**src/rtl/it_pkg.sv**
```systemverilog
// Shared constants and types for the interval timer.
// Assumes a 32-bit data word and a count field whose lowest bit is bit 9.
package it_pkg;
    localparam int WORD_W   = 32;
    localparam int UNIT_LSB = 9;

    localparam int IDX_LIMIT      = 0;
    localparam int IDX_COUNT      = 1;
    localparam int IDX_LIMIT_KEEP = 2;
    localparam int IDX_STATUS     = 3;

    typedef struct packed {
        logic wr_restart;
        logic wr_keep;
        logic rd_limit;
    } it_cmd_t;
endpackage

```
**src/rtl/it_tick_gen.sv**
```systemverilog
// Divides the clock into a one-cycle tick every TICK_DIV cycles.
// Assumes a synchronous active-low reset. The first tick comes TICK_DIV edges after release.
module it_tick_gen #(
    parameter int TICK_DIV = 50
) (
    input  logic clk,
    input  logic rst_n,
    output logic tick
);
    generate
        if (TICK_DIV <= 1) begin : g_every
            assign tick = 1'b1;
        end else begin : g_div
            localparam int DW = $clog2(TICK_DIV);
            localparam logic [DW-1:0] LAST = DW'(TICK_DIV - 1);
            logic [DW-1:0] div_q;

            // divider phase, wraps after the last cycle of each period
            always_ff @(posedge clk) begin
                if (!rst_n)
                    div_q <= '0;
                else if (div_q == LAST)
                    div_q <= '0;
                else
                    div_q <= div_q + 1'b1;
            end

            assign tick = (div_q == LAST);
        end
    endgenerate
endmodule

```
**src/rtl/it_reg_decode.sv**
```systemverilog
// Turns a bus strobe into command pulses and selects the read word.
// Assumes a single-cycle access. Read data is combinational on the current state.
module it_reg_decode
    import it_pkg::*;
#(
    parameter int ADDR_W = 8,
    parameter int CNT_W  = 22
) (
    input  logic                bus_valid,
    input  logic                bus_write,
    input  logic [ADDR_W-1:0]   bus_addr,
    input  logic [WORD_W-1:0]   limit_q,
    input  logic [CNT_W-1:0]    count_q,
    input  logic                flag_q,
    output it_cmd_t             cmd,
    output logic [WORD_W-1:0]   rdata
);
    logic [ADDR_W-1:0] word_idx;
    logic [WORD_W-1:0] count_word;

    assign word_idx = bus_addr >> 2;

    // command strobes from index and direction
    always_comb begin
        cmd.wr_restart = bus_valid &&  bus_write && (word_idx == ADDR_W'(IDX_LIMIT));
        cmd.wr_keep    = bus_valid &&  bus_write && (word_idx == ADDR_W'(IDX_LIMIT_KEEP));
        cmd.rd_limit   = bus_valid && !bus_write && (word_idx == ADDR_W'(IDX_LIMIT));
    end

    // build the counter word: flag on top, count in its field
    always_comb begin
        count_word                   = '0;
        count_word[WORD_W-1]         = flag_q;
        count_word[UNIT_LSB +: CNT_W] = count_q;
    end

    // read multiplexer over the defined indices
    always_comb begin
        if (word_idx == ADDR_W'(IDX_LIMIT))
            rdata = limit_q;
        else if (word_idx == ADDR_W'(IDX_COUNT))
            rdata = count_word;
        else if (word_idx == ADDR_W'(IDX_STATUS))
            rdata = WORD_W'(1);
        else
            rdata = '0;
    end
endmodule

```
**src/rtl/it_count_core.sv**
```systemverilog
// Holds the limit, the count and the sticky reached flag, and does the compare.
// Assumes at most one command per cycle. A restart beats a tick, and a hit beats a read-clear.
module it_count_core
    import it_pkg::*;
#(
    parameter int CNT_W = 22
) (
    input  logic                clk,
    input  logic                rst_n,
    input  logic                tick,
    input  it_cmd_t             cmd,
    input  logic [WORD_W-1:0]   wr_word,
    output logic [WORD_W-1:0]   limit_q,
    output logic [CNT_W-1:0]    count_q,
    output logic                flag_q,
    output logic                hit
);
    localparam logic [WORD_W-1:0] LIMIT_MASK = WORD_W'(((64'd1 << CNT_W) - 1) << UNIT_LSB);
    localparam logic [CNT_W-1:0]  MAX_UNITS  = '1;

    logic [CNT_W-1:0] lim_units;
    logic [CNT_W-1:0] eff_units;
    logic [CNT_W-1:0] inc;

    assign lim_units = limit_q[UNIT_LSB +: CNT_W];
    assign eff_units = (lim_units == '0) ? MAX_UNITS : lim_units;
    assign inc       = count_q + 1'b1;
    assign hit       = tick && (inc == eff_units);

    // stored limit, replaced by either kind of limit write
    always_ff @(posedge clk) begin
        if (!rst_n)
            limit_q <= '0;
        else if (cmd.wr_restart || cmd.wr_keep)
            limit_q <= wr_word & LIMIT_MASK;
    end

    // count: restart, reload on hit, or step on tick
    always_ff @(posedge clk) begin
        if (!rst_n)
            count_q <= '0;
        else if (cmd.wr_restart)
            count_q <= '0;
        else if (hit)
            count_q <= '0;
        else if (tick)
            count_q <= inc;
    end

    // sticky reached flag
    always_ff @(posedge clk) begin
        if (!rst_n)
            flag_q <= 1'b0;
        else if (cmd.wr_restart)
            flag_q <= 1'b0;
        else if (hit)
            flag_q <= 1'b1;
        else if (cmd.rd_limit)
            flag_q <= 1'b0;
    end
endmodule

```
**src/rtl/interval_timer.sv**
```systemverilog
// Top of the interval timer: prescaler, register decode and count core.
// Assumes CNT_W + 9 < 32 and a clock of TICK_DIV cycles per 500 ns.
module interval_timer
    import it_pkg::*;
#(
    parameter int TICK_DIV = 50,
    parameter int CNT_W    = 22,
    parameter int ADDR_W   = 8
) (
    input  logic               clk,
    input  logic               rst_n,
    input  logic               bus_valid,
    input  logic               bus_write,
    input  logic [ADDR_W-1:0]  bus_addr,
    input  logic [31:0]        bus_wdata,
    output logic [31:0]        bus_rdata,
    output logic               irq
);
    it_cmd_t           cmd;
    logic              tick_w;
    logic              hit_w;
    logic              flag_w;
    logic [CNT_W-1:0]  count_w;
    logic [31:0]       limit_w;

    it_tick_gen #(.TICK_DIV(TICK_DIV)) u_tick (
        .clk   (clk),
        .rst_n (rst_n),
        .tick  (tick_w)
    );

    it_reg_decode #(.ADDR_W(ADDR_W), .CNT_W(CNT_W)) u_dec (
        .bus_valid (bus_valid),
        .bus_write (bus_write),
        .bus_addr  (bus_addr),
        .limit_q   (limit_w),
        .count_q   (count_w),
        .flag_q    (flag_w),
        .cmd       (cmd),
        .rdata     (bus_rdata)
    );

    it_count_core #(.CNT_W(CNT_W)) u_core (
        .clk     (clk),
        .rst_n   (rst_n),
        .tick    (tick_w),
        .cmd     (cmd),
        .wr_word (bus_wdata),
        .limit_q (limit_w),
        .count_q (count_w),
        .flag_q  (flag_w),
        .hit     (hit_w)
    );

    assign irq = flag_w;
endmodule

```
**config.mk**
```make
export PLATFORM = sky130hd
export DESIGN_NAME = interval_timer
export DESIGN_NICKNAME = d
export VERILOG_FILES = /design/src/rtl/it_pkg.sv /design/src/rtl/it_tick_gen.sv /design/src/rtl/it_reg_decode.sv /design/src/rtl/it_count_core.sv /design/src/rtl/interval_timer.sv
export SDC_FILE = /design/constraint.sdc
export NUM_CORES = 1
export LEC_CHECK = 0
export ABC_AREA = 1
export BUFFER_PORTS_ARGS = -buffer_cell sky130_fd_sc_hd__buf_2
export CORE_AREA = 2 2 70 121
export CTS_CLUSTER_SIZE = 28
export DETAILED_ROUTE_END_ITERATION = 16
export DIE_AREA = 0 0 72 123
export HOLD_SLACK_MARGIN = 0.08
export PLACE_DENSITY = 0.8
export SYNTH_ARGS = -nofsm -noshare
export SYNTH_HDL_FRONTEND = slang
export SYNTH_SLANG_ARGS = --single-unit
export TNS_END_PERCENT = 30
```
**constraint.sdc**
```tcl
create_clock -name clk -period 2.05 [get_ports clk]
set_input_delay 0 -clock clk [delete_from_list [all_inputs] [get_ports clk]]
set_output_delay 0 -clock clk [all_outputs]
set_load 0.05 [all_outputs]
```
# --- Yosys cells after proc, flatten, opt, wreduce, memory -nomap -nowiden ---
# Cells that the tools add are included.
op_classes:
  n_addsub: 2
  n_eq_ne: 5
  muxes: 6
  bitwise_logic: 1
  reduce_logical: 14
op_table:
  columns: ["cell", "count"]
  rows:
  - ["two-way mux 32 bit", 2]
  - ["adder 22 x 1 -> 22 bit (second input constant)", 1]
  - ["== test 22 bit", 1]
  - ["logical NOT 22 bit", 1]
  - ["two-way mux 22 bit", 1]
  - ["== test 6 x 2 -> 1 bit (second input constant)", 2]
  - ["logical NOT 8 bit", 1]
  - ["adder 6 x 1 -> 6 bit (second input constant)", 1]
  - ["== test 6 x 1 -> 1 bit (second input constant)", 1]
  - ["== test 6 bit (second input constant)", 1]
  - ["logical AND 1 bit", 6]
  - ["OR reduction 2 bit", 2]
  - ["two-way mux 1 bit", 3]
  - ["OR reduction 3 bit", 1]
  - ["nonzero test 2 bit", 1]
  - ["logical NOT 1 bit", 1]
  - ["logical OR 1 bit", 1]
  - ["NOT 1 bit", 1]
word_totals:
  ff_bits: 51
  inputBits: 44
  out_inout_bits: 33
  elab_cells: 32

# --- Longest topological paths before layout ---
logic_depth:
  depth_word: 5
  mapped_depth: 18
  depth_no_buf: 17

# --- Modules after synthesis ---
# From an unflattened synthesis, not the netlist that was laid out.
hier_totals:
  cells_unflattened: 672
  area_unflattened_um2: 4038.9
by_module_without_submodules:
  columns: ["mod", "instances", "cells_each", "area_per_inst_um2", "seq_area_each_um2"]
  rows:
  - ["it_count_core", 1, 523, 3065.4, 900.9]
  - ["it_reg_decode", 1, 116, 701.9, 0.0]
  - ["it_tick_gen", 1, 33, 271.5, 120.1]

# --- Least setup slack after synthesis ---
# OpenSTA, ideal clock, no wires.
synth_path:
  path_type: "register to register"
  start: "reg u_core.count_q[1]"
  end: "reg u_core.count_q[11]"
  setup_time_ns: 0.119
  t_arrival_ns: 1.832
  t_required_ns: 1.931
  setup_slack_ns: 0.099
  stages_incl_launch_ff: 16
  path_buffers: 1
  synth_period_minus_slack_ns: 1.951
  cell_sequence: "dfxtp_1 ha_1 nand2_1 nor2_2 nand2_2 o21ai_1 nand2_1 nand2_1 nand2_1 nor2_2 nand3_1 nor2_1 nand2_1 nand2_2 buf_6 nor2_2"
synth_via:
  elab_chain_len: 4
synth_lines:
  columns: ["item", "line_no", "rtl"]
  rows:
  - ["start: declaration", "it_count_core.sv:14", "output logic [CNT_W-1:0] count_q,"]
  - ["start signal: assignment", "it_count_core.sv:47", "count_q <= inc;"]
  - ["adder 22 x 1 -> 22 bit (*)", "it_count_core.sv:27", "assign inc = count_q + 1'b1;"]
  - ["== test 22 bit", "it_count_core.sv:28", "assign hit = tick && (inc == eff_units);"]
  - ["logical AND 1 bit", "it_count_core.sv:28", null]
  - ["OR reduction 3 bit (no line)", null, null]
# Every way passes the cells marked *; elsewhere a longest branch is shown, timed or not.
# A chain may end at the register's enable or synchronous reset.

# --- Final worst setup path ---
layout_path:
  start: "reg u_core.count_q[2]"
  end: "reg u_core.count_q[2]"
# Same word-level chain as after synthesis.

==> reports/summary.md <==
### Run status
• **result of the run** complete, but fails checks
• **violations in the final reports** setup timing

### Pwr
• **Flop pwr share** 43.6%
• **leakage** 0.002211 uW
• **maximum resistive drop on vdd** 0.4319 mV
• **share of total power in the clock network** 41.4%
• **Pwr Density** 471.9 nW/um2
• **combinational power share** 14.9%
• **Total Power** 2301 uW
• **Sw Ratio** 25.70%
• **switching power summed over all nets** 591.2 uW
• **internal cell power** 1709 uW

### Global route
• **All-Layer GR Usage** 25.95%
• **met3 layer usage reported by global route** 3.341%
• **pin count of the biggest net entering global routing** 26
• **highest-utilization routing layer at the global route stage** met2
• **global-route wire length before repair** 17.98 mm
• **met2 layer usage reported by global route** 48.32%
• **antenna violations before repair** 0
• **met1 Usage GRT** 27.12%
• **total congestion overflow** 0
• **via count of the first global-routing pass** 4006

### Worst setup path
• **critical path's most frequent cell** nand2_1
• **class of the most critical setup path** register to register
• **required time of the critical path** 2230 ps
• **slowest cell on the critical path** dfxtp_2
• **critical path peak fanout** 5
• **gate family responsible for the most delay along the worst path** simple AND/OR/NAND/NOR gates
• **Setup crit end kind** register
• **number of buffers and inverters on the critical path** 4
• **type of element launching the critical path** register
• **cells along the critical path** nand2_4 > nor2_4 > buf_6 > buf_6 > nand3_2 > nand2_1 > nand2_2 > nand3_1 > nand2_1 > inv_1 > nand2_1 > nor2_1 > nand2_1 > nor2_1 > nand2_2 > nand2_4 > clkbuf_16 > nor2_2
• **stage delay of the slowest cell on the critical path** 460 ps
• **arrival time at the worst endpoint** 2450 ps

### Timing
• **final hold violation count** 0
• **fin crit period** 2266 ps
• **count of final max-slew check failures** 0
• **post-route fraction of the period consumed by the critical path** 110.5%
• **total negative slack** -4295 ps
• **transition time at the pin with the least slew margin** 594.3 ps
• **final count of negative-setup-slack endpoints** 23
• **maximum achievable frequency** 441.4 MHz
• **Max Clock Skew** 4.595 ps
• **slack of the critical path** -215.6 ps
• **Worst Hold Slack** 101.0 ps
• **setup repair after global routing missed its margin** true
• **Slew HR** 60.33%

### Synthesis
• **yosys warns** 0
• **primary flip-flop cell chosen by synthesis mapping** dfxtp_1
• **sequential fraction of the synthesis area** 29.60%
• **synthesized area per cell** 6.062 um2
• **count of flip-flops with a built-in enable after synthesis** 0
• **synthesized netlist cell count** 569
• **library cells used by synthesis** 32
• **Syn Std Cell Area** 3450 um2
• **Seq cells post-synth** 51
• **share of flip-flops with an asynchronous set or reset** 0%

### CTS
• **clk sink count** 51
• **clock latency reported for the late side of the worst-skew pair** 300 ps
• **clock root cell** clkbuf_16
• **Max H-tree Level** 2
• **worst-case clock buffer depth** 2
• **TritonCTS clock tree** yes
• **clock buffers created by TritonCTS** 5
• **clock transition time at the flip-flop clock pins of the worst setup and hold paths** 70 ps

### Place
• **number of buffers added on ports** 56
• **placed standard-cell area** 4146 um2
• **final weighted congestion of routability-driven global placement** 0.9383
• **total half-perimeter wirelength after legalization and detailed placement** 8.198 mm

### Route
• **vias per std cell** 5.349
• **number of remaining DRC errors** 0
• **Detailed Routing Iterations Pass 1** 5
• **Post-DRT Antenna Nets** 0
• **total wire length after detailed routing** 11.84 mm
• **DR vias** 4247
• **Wirelength per Cell** 14.91 um
• **initial DRC count** 323

### Min path
• **type of the worst min-delay path** input pin to register

### Finish
• **area growth from synthesis to final layout** 41.31%
• **number of nets in the layout** 750
• **leading cell type in the layout, fill and taps excluded** nand2_1
• **post-route standard cell area excluding fillers** 4875 um2
• **share of layout cells above drive strength 1** 29.97%
• **top library cells by usage in the layout, fill and taps aside** 144 x nand2_1, 77 x inv_1, 60 x buf_4, 56 x buf_2, 50 x nor2_1
• **count of inserted antenna diode cells** 0
• **utilization of the core after routing** 61.64%

### Die
• **Die Height** 123 um
• **Die Width** 72 um
• **Initial Utilization** 43.62%
• **number of placement rows** 43
• **I/O Pins** 77
• **overall die area** 8856 um2
• **Core ar.** 7909 um2

### Run
• **number of max-cap violations** 0

## path summary, 6_finish.rpt
kind | endpoint | startpoint | slack (ps) | depth (start not counted)
min reg2reg | u_tick.g_div.div_q[0] | u_tick.g_div.div_q[0] | 480 | 1
max | u_core.count_q[2] | u_core.count_q[2] | -220 | 18
max reg2reg | u_core.count_q[2] | u_core.count_q[2] | -220 | 18
min | u_core.flag_q | bus_write | 100 | 4
## through the flow
stage / setup slack, ps / cells
floorplan: 99.45 / 576
global placement: -135.8 / 752
detailed placement: -189.9 / 752
CTS: -127.5 / 784
global route: -375.7 / 794
finish: -215.6 / 794
## routing by layer
layer	up-vias	share of wire (%)
li1	2055	-
met1	1945	36
met2	192	53
met3	55	5.4
met4	0	5.9
met5	-	0
## flip-flops by register name, summed over array words and instances (netlist names)
name                cells
u_core.limit_q         22
u_core.flag_q           1
u_tick.g_div.div_q      6
u_core.count_q         22
## synthesized netlist by cell type, types with 3 or more instances
cell	count	area, um2
nand3_1	33	165.2
buf_4	9	67.56
nor2_1	67	251.5
o22ai_1	22	137.6
nand2_2	4	25.02
nand2_1	157	589.3
o21ai_1	4	20.02
buf_6	3	33.78
ha_1	3	37.54
nor2_4	5	56.30
o21ai_0	45	225.2
nand3b_1	3	22.52
inv_1	80	300.3
nand4_1	9	56.30
clkbuf_1	12	45.04
xor2_1	6	52.55
nor2_2	13	81.33
dfxtp_1	51	1021
a21oi_1	25	125.1
## power groups by stage
stage,sequential (uW),combinational [uW],clock (uW)
after floorplan,1030,213,0
after global placement,1030,267,0
final,1000,344,953
after CTS,1010,311,958
after global routing,1000,374,995
after detailed placement,1030,273,0
## layout make-up
| class | count | area, um2 |
|---|---|---|
| flip-flops and latches | 51 | 1035 |
| clock inverters | 3 | 43.79 |
| well taps | 90 | 112.6 |
| repair buffers | 148 | 1107 |
| fillers | 665 | 3034 |
| multi-input cells | 415 | 2143 |
| inverters | 82 | 307.8 |
| clock buffers | 5 | 125.1 |
## cells by family (layout without fill, tap and decap cells)
| family | count (synthesis) | after routing | share of synthesized area (%) |
|---|---|---|---|
| and+or+nand+nor | 299 | 299 | 37.98 |
| buffers and inverters | 110 | 238 | 14.22 |
| AOI/OAI and AO/OA | 97 | 97 | 14.98 |
| DFF | 51 | 51 | 29.60 |
| xor gates and xnor gates | 8 | 8 | 2.031 |
| adders and majority gates | 3 | 3 | 1.088 |
| other | 1 | 8 | 0.1087 |
## worst reg2reg max path: cells and delay by family (launching register included)
family        cells  cell delay [ps]
simple gates     14             1240
buf+inv           4              470
flops             1              460
## timing repair
item / CTS / global route
hold endpoints to repair: 23 / 0
pin swaps: 3 / 25
setup buffers: 1 / 8
gates resized for setup: 13 / 54
setup endpoints to repair: 23 / 23
hold buffers: 23 / 0
gates cloned: 0 / 2
Note: power is estimated with default switching activity, not from simulation.
